## src/rtl/dir_pkg.sv

```systemverilog
package dir_pkg;
  typedef enum logic [1:0] {BLK_UNC = 2'd0, BLK_SHR = 2'd1, BLK_EXC = 2'd2} blk_st_t;
  typedef enum logic [2:0] {S_IDLE, S_INVAL, S_FETCH, S_WAIT, S_REPLY} fsm_t;
  localparam logic [1:0] OP_RD = 2'd0;
  localparam logic [1:0] OP_WR = 2'd1;
  localparam logic [1:0] OP_WB = 2'd2;
  localparam logic [1:0] FW_INV   = 2'd0;
  localparam logic [1:0] FW_FETCH = 2'd1;
  localparam logic [1:0] FW_FINV  = 2'd2;
endpackage

```

## src/rtl/dir_pick.sv

```systemverilog
// Lowest set bit of a vector -> its index (0 when empty)
module dir_pick #(
  parameter int N = 4,
  localparam int W = (N > 1) ? $clog2(N) : 1
) (
  input  logic [N-1:0] vec,
  output logic [W-1:0] idx
);
  always_comb begin
    idx = '0;
    for (int i = N - 1; i >= 0; i--) begin
      if (vec[i]) idx = W'(i);
    end
  end
endmodule

```

## src/rtl/dir_store.sv

```systemverilog
// Per-block directory entries and memory words
module dir_store
  import dir_pkg::*;
#(
  parameter int          BLOCKS   = 8,
  parameter int          NODES    = 4,
  parameter int          DW       = 32,
  parameter logic [31:0] MEM_BASE = 32'hA000_0000,
  localparam int BW = (BLOCKS > 1) ? $clog2(BLOCKS) : 1
) (
  input  logic             clk,
  input  logic             rst_n,
  input  logic [BW-1:0]    rd_blk,
  output blk_st_t          rd_state,
  output logic [NODES-1:0] rd_shr,
  output logic [DW-1:0]    rd_data,
  input  logic             dwe,
  input  logic [BW-1:0]    dw_blk,
  input  blk_st_t          dw_state,
  input  logic [NODES-1:0] dw_shr,
  input  logic             mwe,
  input  logic [BW-1:0]    mw_blk,
  input  logic [DW-1:0]    mw_data
);
  blk_st_t          st_q  [BLOCKS];
  logic [NODES-1:0] shr_q [BLOCKS];
  logic [DW-1:0]    mem_q [BLOCKS];

  for (genvar b = 0; b < BLOCKS; b++) begin : g_blk
    always_ff @(posedge clk) begin
      if (!rst_n) begin
        st_q[b]  <= BLK_UNC;
        shr_q[b] <= '0;
        mem_q[b] <= DW'(MEM_BASE) + DW'(b);
      end else begin
        if (dwe && dw_blk == BW'(b)) begin
          st_q[b]  <= dw_state;
          shr_q[b] <= dw_shr;
        end
        if (mwe && mw_blk == BW'(b)) mem_q[b] <= mw_data;
      end
    end
  end

  assign rd_state = st_q[rd_blk];
  assign rd_shr   = shr_q[rd_blk];
  assign rd_data  = mem_q[rd_blk];

  AST_EXC_ONE_OWNER: assert property (@(posedge clk) disable iff (!rst_n)
    (dwe && dw_state == BLK_EXC) |-> $countones(dw_shr) == 1);
  AST_UNC_NO_SHR: assert property (@(posedge clk) disable iff (!rst_n)
    (dwe && dw_state == BLK_UNC) |-> dw_shr == '0);
endmodule

```

## src/rtl/dir_home.sv

```systemverilog
module dir_home
  import dir_pkg::*;
#(
  parameter int          NODES    = 4,
  parameter int          BLOCKS   = 8,
  parameter int          DW       = 32,
  parameter logic [31:0] MEM_BASE = 32'hA000_0000
) (
  input  logic                      clk,
  input  logic                      rst_n,
  input  logic                      req_valid,
  output logic                      req_ready,
  input  logic [1:0]                req_op,
  input  logic [$clog2(NODES)-1:0]  req_node,
  input  logic [$clog2(BLOCKS)-1:0] req_blk,
  input  logic [DW-1:0]             req_data,
  output logic                      fwd_valid,
  input  logic                      fwd_ready,
  output logic [1:0]                fwd_type,
  output logic [$clog2(NODES)-1:0]  fwd_node,
  output logic [$clog2(BLOCKS)-1:0] fwd_blk,
  input  logic                      own_valid,
  output logic                      own_ready,
  input  logic [DW-1:0]             own_data,
  output logic                      rsp_valid,
  input  logic                      rsp_ready,
  output logic [$clog2(NODES)-1:0]  rsp_node,
  output logic [DW-1:0]             rsp_data
);
  localparam int NW = $clog2(NODES);
  localparam int BW = $clog2(BLOCKS);

  fsm_t             st;
  logic [NW-1:0]    cur_node, owner_q;
  logic [BW-1:0]    cur_blk;
  logic [NODES-1:0] inv_mask;
  logic             fetch_inv;
  logic [DW-1:0]    rsp_q;

  blk_st_t          rd_state;
  logic [NODES-1:0] rd_shr;
  logic [DW-1:0]    rd_data;
  logic             dwe, mwe;
  logic [BW-1:0]    dw_blk, mw_blk;
  blk_st_t          dw_state;
  logic [NODES-1:0] dw_shr;
  logic [DW-1:0]    mw_data;
  logic [NW-1:0]    own_idx, inv_idx;

  wire [NODES-1:0] req_bit   = NODES'(1) << req_node;
  wire [NODES-1:0] cur_bit   = NODES'(1) << cur_node;
  wire [NODES-1:0] owner_bit = NODES'(1) << owner_q;
  wire [NODES-1:0] inv_next  = inv_mask & ~(NODES'(1) << inv_idx);
  wire             accept    = (st == S_IDLE) && req_valid;

  dir_store #(.BLOCKS(BLOCKS), .NODES(NODES), .DW(DW), .MEM_BASE(MEM_BASE)) u_store (
    .clk(clk), .rst_n(rst_n),
    .rd_blk((st == S_IDLE) ? req_blk : cur_blk),
    .rd_state(rd_state), .rd_shr(rd_shr), .rd_data(rd_data),
    .dwe(dwe), .dw_blk(dw_blk), .dw_state(dw_state), .dw_shr(dw_shr),
    .mwe(mwe), .mw_blk(mw_blk), .mw_data(mw_data)
  );

  // Owner of an Exclusive block: its single sharer bit
  dir_pick #(.N(NODES)) u_owner (.vec(rd_shr),   .idx(own_idx));
  // Next invalidate target: lowest remaining sharer
  dir_pick #(.N(NODES)) u_inv   (.vec(inv_mask), .idx(inv_idx));

  // Directory and memory update
  always_comb begin
    dwe      = 1'b0;
    mwe      = 1'b0;
    dw_blk   = cur_blk;
    mw_blk   = cur_blk;
    dw_state = BLK_UNC;
    dw_shr   = '0;
    mw_data  = own_data;
    if (accept) begin
      dw_blk = req_blk;
      mw_blk = req_blk;
      unique case (req_op)
        OP_RD: begin
          if (rd_state == BLK_UNC) begin
            dwe = 1'b1; dw_state = BLK_SHR; dw_shr = req_bit;
          end else if (rd_state == BLK_SHR) begin
            dwe = 1'b1; dw_state = BLK_SHR; dw_shr = rd_shr | req_bit;
          end
        end
        OP_WR: begin
          if (rd_state != BLK_EXC) begin
            dwe = 1'b1; dw_state = BLK_EXC; dw_shr = req_bit;
          end
        end
        OP_WB: begin
          if (rd_state == BLK_EXC && rd_shr == req_bit) begin
            dwe = 1'b1; dw_state = BLK_UNC; dw_shr = '0;
            mwe = 1'b1; mw_data = req_data;
          end
        end
        default: ;
      endcase
    end else if (st == S_WAIT && own_valid) begin
      dwe      = 1'b1;
      dw_state = fetch_inv ? BLK_EXC : BLK_SHR;
      dw_shr   = fetch_inv ? cur_bit : (cur_bit | owner_bit);
      mwe      = 1'b1;
    end
  end

  // Transaction sequencer
  always_ff @(posedge clk) begin
    if (!rst_n) begin
      st        <= S_IDLE;
      cur_node  <= '0;
      cur_blk   <= '0;
      owner_q   <= '0;
      inv_mask  <= '0;
      fetch_inv <= 1'b0;
      rsp_q     <= '0;
    end else begin
      unique case (st)
        S_IDLE: if (req_valid) begin
          cur_node <= req_node;
          cur_blk  <= req_blk;
          rsp_q    <= rd_data;
          if (req_op == OP_RD || req_op == OP_WR) begin
            if (rd_state == BLK_EXC) begin
              owner_q   <= own_idx;
              fetch_inv <= (req_op == OP_WR);
              st        <= S_FETCH;
            end else if (req_op == OP_WR && rd_state == BLK_SHR &&
                         (rd_shr & ~req_bit) != '0) begin
              inv_mask <= rd_shr & ~req_bit;
              st       <= S_INVAL;
            end else begin
              st <= S_REPLY;
            end
          end
        end
        S_INVAL: if (fwd_ready) begin
          inv_mask <= inv_next;
          if (inv_next == '0) st <= S_REPLY;
        end
        S_FETCH: if (fwd_ready) st <= S_WAIT;
        S_WAIT: if (own_valid) begin
          rsp_q <= own_data;
          st    <= S_REPLY;
        end
        S_REPLY: if (rsp_ready) st <= S_IDLE;
        default: st <= S_IDLE;
      endcase
    end
  end

  assign req_ready = (st == S_IDLE);
  assign fwd_valid = (st == S_INVAL) || (st == S_FETCH);
  assign fwd_type  = (st == S_INVAL) ? FW_INV : (fetch_inv ? FW_FINV : FW_FETCH);
  assign fwd_node  = (st == S_INVAL) ? inv_idx : owner_q;
  assign fwd_blk   = cur_blk;
  assign own_ready = (st == S_WAIT);
  assign rsp_valid = (st == S_REPLY);
  assign rsp_node  = cur_node;
  assign rsp_data  = rsp_q;

  AST_RSP_HOLD: assert property (@(posedge clk) disable iff (!rst_n)
    (rsp_valid && !rsp_ready) |=> (rsp_valid && $stable(rsp_data) && $stable(rsp_node)));
  AST_FWD_HOLD: assert property (@(posedge clk) disable iff (!rst_n)
    (fwd_valid && !fwd_ready) |=> (fwd_valid && $stable(fwd_node) && $stable(fwd_type)));
  AST_INV_SKIP_REQ: assert property (@(posedge clk) disable iff (!rst_n)
    (fwd_valid && fwd_type == FW_INV) |-> fwd_node != rsp_node);
  AST_INV_ASCEND: assert property (@(posedge clk) disable iff (!rst_n)
    (fwd_valid && fwd_type == FW_INV && $past(fwd_valid && fwd_ready && fwd_type == FW_INV))
      |-> fwd_node > $past(fwd_node));
  AST_STALL_ON_OWNER: assert property (@(posedge clk) disable iff (!rst_n)
    own_ready |-> !req_ready);
  AST_ONE_MSG: assert property (@(posedge clk) disable iff (!rst_n)
    !(rsp_valid && fwd_valid));
endmodule

```

## config.mk

```make
export PLATFORM = sky130hd
export DESIGN_NAME = dir_home
export DESIGN_NICKNAME = d
export VERILOG_FILES = /design/src/rtl/dir_pkg.sv /design/src/rtl/dir_pick.sv /design/src/rtl/dir_store.sv /design/src/rtl/dir_home.sv
export SDC_FILE = /design/constraint.sdc
export NUM_CORES = 1
export LEC_CHECK = 0
export BUFFER_PORTS_ARGS = -buffer_cell sky130_fd_sc_hd__clkbuf_2
export CAP_MARGIN = 10
export CORE_UTILIZATION = 55
export CTS_CLUSTER_DIAMETER = 60
export CTS_CLUSTER_SIZE = 40
export DETAILED_ROUTE_END_ITERATION = 8
export PLACE_DENSITY = 0.75
export SLEW_MARGIN = 20
export SYNTH_ARGS = -nofsm -noshare
export SYNTH_HDL_FRONTEND = slang
export SYNTH_HIERARCHICAL = 1
export SYNTH_SLANG_ARGS = --single-unit
```

## constraint.sdc

```tcl
create_clock -name clk -period 14.5 [get_ports clk]
set_input_delay 0.725 -clock clk [delete_from_list [all_inputs] [get_ports clk]]
set_output_delay 0.725 -clock clk [all_outputs]
set_load 0.05 [all_outputs]
```

==> metrics, run 1 <==
WHS 0.458 ns; largest net degree at the start of global routing 77; Hold Path Class in -> reg; top cells by area, synth edfxtp_1 (54%), mux4_2 (10%), nor3_1 (7.9%), dfxtp_1 (5.6%), mux2_2 (4.9%); Max Clock Freq 0.138 GHz; number of library cell types mapped by synthesis 62; grt met2 use 41.0%; crit end category register; GPL Wtd Cong 0.835; Tot GR Track Use 24.9%; DRT antenna net count 0; Placement Cell Area 17,700 µm²; post-synthesis cell count 1,269; Setup Skew 0.0149 ns; Syn. warnings 6; grt peak-use layer met2; WHS Path Cells 3; FF-to-FF End u_store/mem_q[6][29]; Layout Utilization 62.4%; IO Pins 122; RSZ-0062 raised after global routing no; leakage power 6.14 nW; Cell Area, Synth 16,900 µm²; Worst VDD drop 0.000202 V; Int Pwr 2.01 mW; area of the multi-input gates 6230 µm²; FF/Latch Area 10,100 µm²; Reg power frac 37.5%; power share of the clock group 23.6%; Final Cell Area 18,700 µm²; total power 3.28 mW; Die Area 31,500 µm²; layout net count 1,401; register area share after synthesis 59.5%; number of synthesized flops with an enable pin 304; # rows 63; sw frac 38.9%; first-pass GRT wire length 60,700 µm; post-synth net total 1,354; CTS HTree Levels 1; Pre-antenna DRT Iters 5; Inst Count DP 1,677; Initial Util 56.5%; post-DP HPWL 22,100 µm; number of setup violations in the final report 0; fraction of layout cells with a size suffix above 1 29.7%; post-CTS sizing 0; Worst-Margin Slew 1.15 ns; RR Startpoint st[1]; total negative slack 0 ns; Post-route DRC 0; Slew HR 23.6%; vias in the first global route 10,900; clock root cell clkbuf_16; final hold violation count 0; largest family of logic cells by synthesized area multiplexers; PnR worst setup slack 7.26 ns; flop-to-flop setup slack 7.26 ns; Reg2Reg Depth 14; postcts setup bufs 0; CTS tree built; ys flop type edfxtp_1; XOR/XNOR Fraction of Synth Area 0.0518%; clk sink count 351; drt via density 6.42; met3 usage 3.19%; Finished Layout Cells 1,726; P&R area growth vs syn 10.4%; Power Dens Cells 176 nW/µm²; worst-path fanout max 76; mux cell area share after synthesis 15.5%; final slew viol count 0; routed len/inst 22.4 µm; Worst Setup Start Kind register; period utilization 49.9%; area leader, netlist edfxtp_1; pre-CTS WS 7.40 ns; Required @ worst endpoint 14.79 ns; mean area per synthesized cell 13.3 µm²; Async SR Flop Fraction 0%; Post-Synth Adder-Cell Area 0.592%; number of antenna diodes 0; fill cell count 2,235; grt total ovfl 0; Synth Area in Compound Gates 5.13%; Max Cap Viol 0; Port Buf Inserts 121; final wirelength 38,700 µm; Worst EP arrival 7.53 ns; Net Switching 1.28 mW; initial antenna violation count 0; Global Route met1 Usage 35.4%; min Tclk post-route 7.24 ns; run status complete, no violations; Post-synth top cells edfxtp_1 (304), nor3_1 (268), clkbuf_1 (83), mux4_2 (76), mux2_2 (74); top-area cell type share of the netlist area 54.0%; via count 11,100; Die X 177 µm; die height 177 µm; Clock Tree Buf Depth 3; worst skew pair latency 0.55 ns; count leader, synth edfxtp_1; # hold bufs at CTS 0; Worst Setup Path Type reg -> reg; post-synthesis simple-gate area fraction 14.8%; clk slew on worst S/H paths 0.08 ns; Worst Hold End rsp_data[10]; post-synthesis register bit count 351; Combinational Power Share 38.9%; Hold Startpoint own_data[10]; CTS buffer count 26; Core Area 30,000 µm²; drt initial violations 1,004
[final cells by class]
type,instances,area share [%]
flip-flops and latches,351,53.9
multi-input cells,747,33.4
repair buffers,141,4.11
clock buffers,28,3.64
well taps,390,2.61
clock inverters,20,1.35
inverters,49,0.985
[power groups by stage]
stage               sequential (mW)  combinational (mW)  clock, mW
floorplan                      1.35               0.912          0
global placement               1.25                1.26          0
detailed placement             1.25                1.27          0
CTS                            1.23                1.28      0.785
global route                   1.24                1.37      0.818
finish                         1.23                1.28      0.775
[worst max-delay path by stage]
stage	slack [ns]	from	endpoint
4_1_cts	7.36	st[1]	u_store/mem_q[6][29]
6_report	7.26	st[1]	u_store/mem_q[6][29]
5_1_grt	6.96	st[1]	u_store/mem_q[4][31]
3_5_place_dp	7.40	st[1]	u_store/mem_q[6][29]
2_1_floorplan	7.69	st[2]	u_store/mem_q[1][0]
3_3_place_gp	7.59	st[1]	u_store/mem_q[6][31]
[layer usage]
metal | up-vias | share of wire, %
li1 | 5008 | -
met1 | 5547 | 43
met2 | 477 | 48
met3 | 53 | 7.2
met4 | 0 | 1.9
met5 | - | 0
[sequential cells by signal, summed over array words and instances, names as in the netlist]
| name | flops |
|---|---|
| inv_mask | 4 |
| u_store/shr_q | 32 |
| fetch_inv | 1 |
| rsp_data | 32 |
| st | 3 |
| u_store/mem_q | 256 |
| rsp_node | 2 |
| fwd_blk | 3 |
| u_store/st_q | 16 |
| owner_q | 2 |
[kinds of logic after synthesis]
family	Yosys count
flops	351
simple gates	487
xor+xnor	1
mux	157
compound gates	94
buf+inv	171
fa+ha+maj	8
[critical path: stages (launching register included)]
cell and delay, ns:
dfxtp_2 1.07, nor3_4 0.17, mux2_4 0.26, buf_4 0.84
mux4_2 0.43, mux2_2 0.32, inv_1 0.07, ha_1 0.22
nor4_1 0.28, and4bb_2 0.28, nand3_2 0.85, nand2_1 0.55
nand3_4 0.57, buf_4 0.57, or3_1 0.41
[cells in the final DEF (no fill, tap or decap), drive strengths merged, types with 37 or more instances in the layout]
master	count
clkinv	37
edfxtp	304
clkbuf	149
nand3	41
mux2	76
dfxtp	47
nor3	270
nor2	43
nand2	53
mux4	76
No activity file was read; power rests on OpenSTA's default activity.
==> inputs of run 2 (changes only) <==
--- a/config.mk
+++ b/config.mk
@@ -11,7 +11,7 @@
 export CTS_CLUSTER_DIAMETER = 60
 export CTS_CLUSTER_SIZE = 40
 export DETAILED_ROUTE_END_ITERATION = 8
-export PLACE_DENSITY = 0.75
+export PLACE_DENSITY = 0.78
 export SLEW_MARGIN = 20
 export SYNTH_ARGS = -nofsm -noshare
 export SYNTH_HDL_FRONTEND = slang
==> constraint.sdc (replaced) <==
create_clock -name clk -period 6.2 [get_ports clk]
set_input_delay 0.31 -clock clk [delete_from_list [all_inputs] [get_ports clk]]
set_output_delay 0.31 -clock clk [all_outputs]
set_load 0.05 [all_outputs]
==> run 2 against run 1 <==
Compared with the run above:
- global-route usage increased by 1.3 points
- sequential power increased by 130%
- critical path type unchanged
- via count increased by 1.4%
- die area unchanged
- clock skew increased by 0.017 ns
- sequential share of layout area decreased by 0.17 points
- cell count increased by 0.29%
- register-to-register slack got worse by 6.4 ns
==> metrics, run 2 (synthesis results as in run 1) <==
run status complete, no violations; worst skew pair latency 0.57 ns; highest cell delay on the worst timing path 0.59 ns; die height 177 µm; Tot GR Track Use 26.1%; # hold bufs at CTS 0; metal3 WL 3620 µm; clock root cell clkbuf_16; Worst-Margin Slew 1.09 ns; CP cell instances nor3_4, mux2_4, buf_4, mux4_2, mux2_2, nand2b_1, and4bb_2, nand3_2, nand2_1, nand3b_1, buf_12, or3_1; Worst Setup Start Kind register; Initial Util 56.5%; worst-path fanout max 120; first-pass GRT wire length 62,600 µm; # rows 63; P&R area growth vs syn 10.8%; number of setup violations in the final report 0; Port Buf Inserts 121; Core Area 30,000 µm²; sw frac 38.5%; largest net degree at the start of global routing 121; Max Cap Viol 0; Power Dens Cells 413 nW/µm²; Int Pwr 4.76 mW; CTS buffer count 26; delay-heaviest family, CP simple AND/OR/NAND/NOR gates; highest metal used met4; GPL Wtd Cong 0.843; Die Area 31,500 µm²; IO Pins 122; Net Switching 2.98 mW; Met1 Routed Length 16,800 µm; layout net count 1,406; total negative slack 0 ns; most frequent cells in the layout edfxtp_1 (304), nor3_1 (268), clkbuf_2 (121), mux4_2 (76), mux2_2 (72); fraction of layout cells with a size suffix above 1 29.9%; Slew HR 27.5%; drt via density 6.49; Max Clock Freq 0.187 GHz; Hold Path Class in -> reg; number of antenna diodes 0; RSZ-0062 raised after global routing no; drt initial violations 1,334; post-CTS sizing 0; Pre-antenna DRT Iters 5; final hold violation count 0; vias in the first global route 11,000; clk slew on worst S/H paths 0.09 ns; met2 wire len 19,400 µm; PnR worst setup slack 0.846 ns; grt total ovfl 0; fill cell count 2,217; DRT antenna net count 0; clk sink count 351; routed len/inst 23.3 µm; postcts setup bufs 0; Setup Skew 0.0315 ns; pre-CTS WS 0.943 ns; power share of the clock group 23.4%; Biggest register u_store/mem_q; Required @ worst endpoint 6.49 ns; Worst VDD drop 0.000291 V; post-DP HPWL 23,900 µm; via count 11,200; Combinational Power Share 40.0%; Finished Layout Cells 1,731; commonest non-fill, non-tap cell in the layout edfxtp_1; Worst Setup Path Type reg -> reg; initial antenna violation count 0; CTS tree built; Clock Tree Buf Depth 3; CTS HTree Levels 1; Post-route DRC 0; max reg flops 256; final slew viol count 0; CP Buf/Inv Count 2; leakage power 6.17 nW; crit end category register; Inst Count DP 1,683; Worst EP arrival 5.64 ns; CP max stage cell mux4_2; period utilization 86.4%; Die X 177 µm; min Tclk post-route 5.35 ns; final wirelength 40,400 µm; Reg power frac 36.7%
[run 2: cell types whose count changed in the layout (fill, tap and decap cells not counted), moves of 2 or more]
cell       previous run  this run
buf_12                1         5
clkinv_8              8         1
inv_8                 5         2
bufinv_16             0         2
clkinv_2              0         2
clkinv_4              0         2
inv_6                 3         5
[run 2: area by class of cell]
type	instances	area (µm²)	share of cell area [%]
multi-input cells	747	6230	33.2
flip-flops and latches	351	10100	53.7
clock buffers	28	679	3.63
well taps	390	488	2.60
repair buffers	146	856	4.57
clock inverters	20	234	1.25
inverters	49	184	0.982
[run 2: metrics by stage]
stage | utilization (%) | area (µm²) | total power, mW | hold WS [ns]
4_1_cts | 62.6 | 18700 | 7.75 | 0.0146
2_1_floorplan | - | 16900 | 5.30 | 0.457
3_5_place_dp | 59.5 | 17800 | 5.96 | 0.492
5_1_grt | 62.6 | 18700 | 8.07 | 0.0391
6_report | 62.6 | 18700 | 7.73 | 0.0293
3_3_place_gp | 59.5 | 17800 | 5.90 | 0.489
[run 2: power by group through the flow]
stage	Clock (mW)	Sequential, mW	Combinational [mW]
after CTS	1.83	2.83	3.09
after floorplan	0	3.17	2.13
after global placement	0	2.88	3.02
after global routing	1.91	2.86	3.30
after detailed placement	0	2.89	3.07
final	1.81	2.83	3.09
[run 2: worst register-to-register path, delay by kind of cell, from the launching register on]
family | cells | cell delay (ns)
buffers and inverters | 2 | 0.87
multiplexers | 3 | 1.29
flip-flops | 1 | 0.50
AND/OR/NAND/NOR | 7 | 2.43
[run 2: final timing paths]
path,from,endpoint,slack [ns],cells after the start
setup / recovery,st[0],u_store/mem_q[3][31],0.85,12
hold / removal,own_data[9],rsp_data[9],0.03,3
setup reg to reg,st[0],u_store/mem_q[3][31],0.85,12
hold reg to reg,rsp_data[9],rsp_data[9],0.50,2
[run 2: metal layers]
| metal | vias up | track usage, % |
|---|---|---|
| met5 | - | 0 |
| met2 | 595 | 41.5 |
| met3 | 42 | 3.15 |
| met4 | 0 | 6.37 |
| li1 | 5014 | - |
| met1 | 5587 | 38.6 |
==> inputs of run 3 (changes only) <==
--- a/config.mk
+++ b/config.mk
@@ -11,7 +11,7 @@
 export CTS_CLUSTER_DIAMETER = 60
 export CTS_CLUSTER_SIZE = 40
 export DETAILED_ROUTE_END_ITERATION = 8
-export PLACE_DENSITY = 0.78
+export PLACE_DENSITY = 0.75
 export SLEW_MARGIN = 20
 export SYNTH_ARGS = -nofsm -noshare
 export SYNTH_HDL_FRONTEND = slang
==> constraint.sdc (replaced) <==
create_clock -name clk -period 6.4 [get_ports clk]
set_input_delay 0.96 -clock clk [delete_from_list [all_inputs] [get_ports clk]]
set_output_delay 0.96 -clock clk [all_outputs]
set_load 0.05 [all_outputs]
==> run 3 against run 2 <==
Compared with the run above:
- utilization grew 0.34 points
- setup slack gained 0.17 ns
- global-route usage up 0.14 points
- die area unchanged
- combinational power is 3% lower
- maximum frequency shrank 0.47%
- critical path depth is 2 higher
- critical path type unchanged
- largest power group unchanged
==> metrics, run 3 (synthesis results as in run 1) <==
run status complete, no violations; first-pass GRT wire length 63,100 µm; clock root cell clkbuf_16; met3 usage 3.51%; post-DP HPWL 24,700 µm; sw frac 38.5%; power share of the clock group 24.7%; initial antenna violation count 0; grt total ovfl 0; CTS HTree Levels 1; Power Dens Cells 404 nW/µm²; number of antenna diodes 0; Port Buf Inserts 121; GPL Wtd Cong 0.823; Pre-antenna DRT Iters 5; final wirelength 40,600 µm; Worst EP arrival 5.74 ns; CP Buf/Inv Count 3; max reg flops 256; layout net count 1,412; post-CTS sizing 0; Combinational Power Share 39.2%; die height 177 µm; clk sink count 351; Die Area 31,500 µm²; number of setup violations in the final report 0; fill cell count 2,206; Core Area 30,000 µm²; Global Route met1 Usage 38.1%; Post-route DRC 0; worst skew pair latency 0.56 ns; total negative slack 0 ns; grt met2 use 42.4%; Setup Skew 0.0287 ns; # rows 63; Worst VDD drop 0.000454 V; CTS buffer count 27; CP cell instances nor3_4, mux2_4, mux4_2, mux2_2, inv_1, ha_1, nor4_1, and4bb_2, nand3_2, nand2_1, nand3b_1, buf_4, buf_4, nor3_1; Max Cap Viol 0; Max Clock Freq 0.186 GHz; # hold bufs at CTS 0; CP max stage cell nand3b_1; largest net degree at the start of global routing 65; Required @ worst endpoint 6.76 ns; RSZ-0062 raised after global routing no; final hold violation count 0; Slew HR 28.9%; final slew viol count 0; Biggest register u_store/mem_q; grt peak-use layer met2; IO Pins 122; highest cell delay on the worst timing path 0.69 ns; fraction of layout cells with a size suffix above 1 30.3%; DRT antenna net count 0; commonest non-fill, non-tap cell in the layout edfxtp_1; crit end category register; Int Pwr 4.68 mW; worst-path fanout max 25; Tot GR Track Use 26.3%; routed len/inst 23.3 µm; via count 11,300; vias in the first global route 11,000; period utilization 84.1%; Net Switching 2.93 mW; leakage power 6.21 nW; Finished Layout Cells 1,738; Initial Util 56.5%; clk slew on worst S/H paths 0.09 ns; most frequent cells in the layout edfxtp_1 (304), nor3_1 (268), clkbuf_2 (121), mux4_2 (76), mux2_2 (72); Inst Count DP 1,688; P&R area growth vs syn 11.4%; drt via density 6.49; drt initial violations 1,029; most used cell, CP buf_4; min Tclk post-route 5.38 ns; Die X 177 µm; Clock Tree Buf Depth 3; Reg power frac 36.0%; Worst-Margin Slew 1.07 ns; delay-heaviest family, CP simple AND/OR/NAND/NOR gates; CTS tree built; Hold Path Class reg -> reg; postcts setup bufs 0; Worst Setup Path Type reg -> reg; Worst Setup Start Kind register
run 3: changes by cell type in the layout (fill, tap and decap cells not counted), moves of 2 or more:
cell	change
inv_6	-2
inv_8	-2
clkinv_1	-2
buf_12	-3
clkinvlp_4	+2
inv_12	-2
inv_16	+4
buf_4	+8
run 3: through the flow:
step                utilization (%)  setup WS (ns)  hold slack, ns  power (mW)  instance area, µm²
finish                         62.9           1.02           0.502        7.62               18800
CTS                            62.9          0.980           0.506        7.64               18800
detailed placement             59.5           1.02           0.497        5.78               17800
global placement               59.5           1.22           0.485        5.73               17800
global route                   62.9          0.650           0.530        7.95               18800
floorplan                         -         -0.411           0.487        5.13               16900
run 3: layout make-up:
cell class	count	area, µm²	area share (%)
flip-flops and latches	351	10100	53.5
multi-input cells	747	6230	33.0
clock buffers	30	697	3.70
inverters	49	185	0.983
well taps	390	488	2.59
repair buffers	151	856	4.54
clock inverters	20	317	1.68
run 3: worst paths after layout:
| kind | start | to | slack, ns | cells past startpoint |
|---|---|---|---|---|
| max reg2reg | st[0] | u_store/mem_q[1][6] | 1.02 | 14 |
| min | rsp_data[10] | rsp_data[10] | 0.50 | 2 |
| max | st[0] | u_store/mem_q[1][6] | 1.02 | 14 |
| min reg2reg | rsp_data[10] | rsp_data[10] | 0.50 | 2 |
run 3: metal layers:
metal	share of wire, %	wire length (µm)
met4	1.8	716
met1	42	17200
met2	48	19300
met3	8.1	3310
met5	0	0
run 3: power groups by stage:
stage	registers, mW	clock network (mW)	logic [mW]
floorplan	3.07	0	2.07
detailed placement	2.79	0	2.98
CTS	2.74	1.90	3.00
global placement	2.79	0	2.94
global route	2.76	2.00	3.19
finish	2.74	1.88	2.99
run 3: worst min-delay path: stages, from the launching register on:
cell	delay, ns
dfxtp_1	0.31
nor2_1	0.09
a311oi_1	0.05
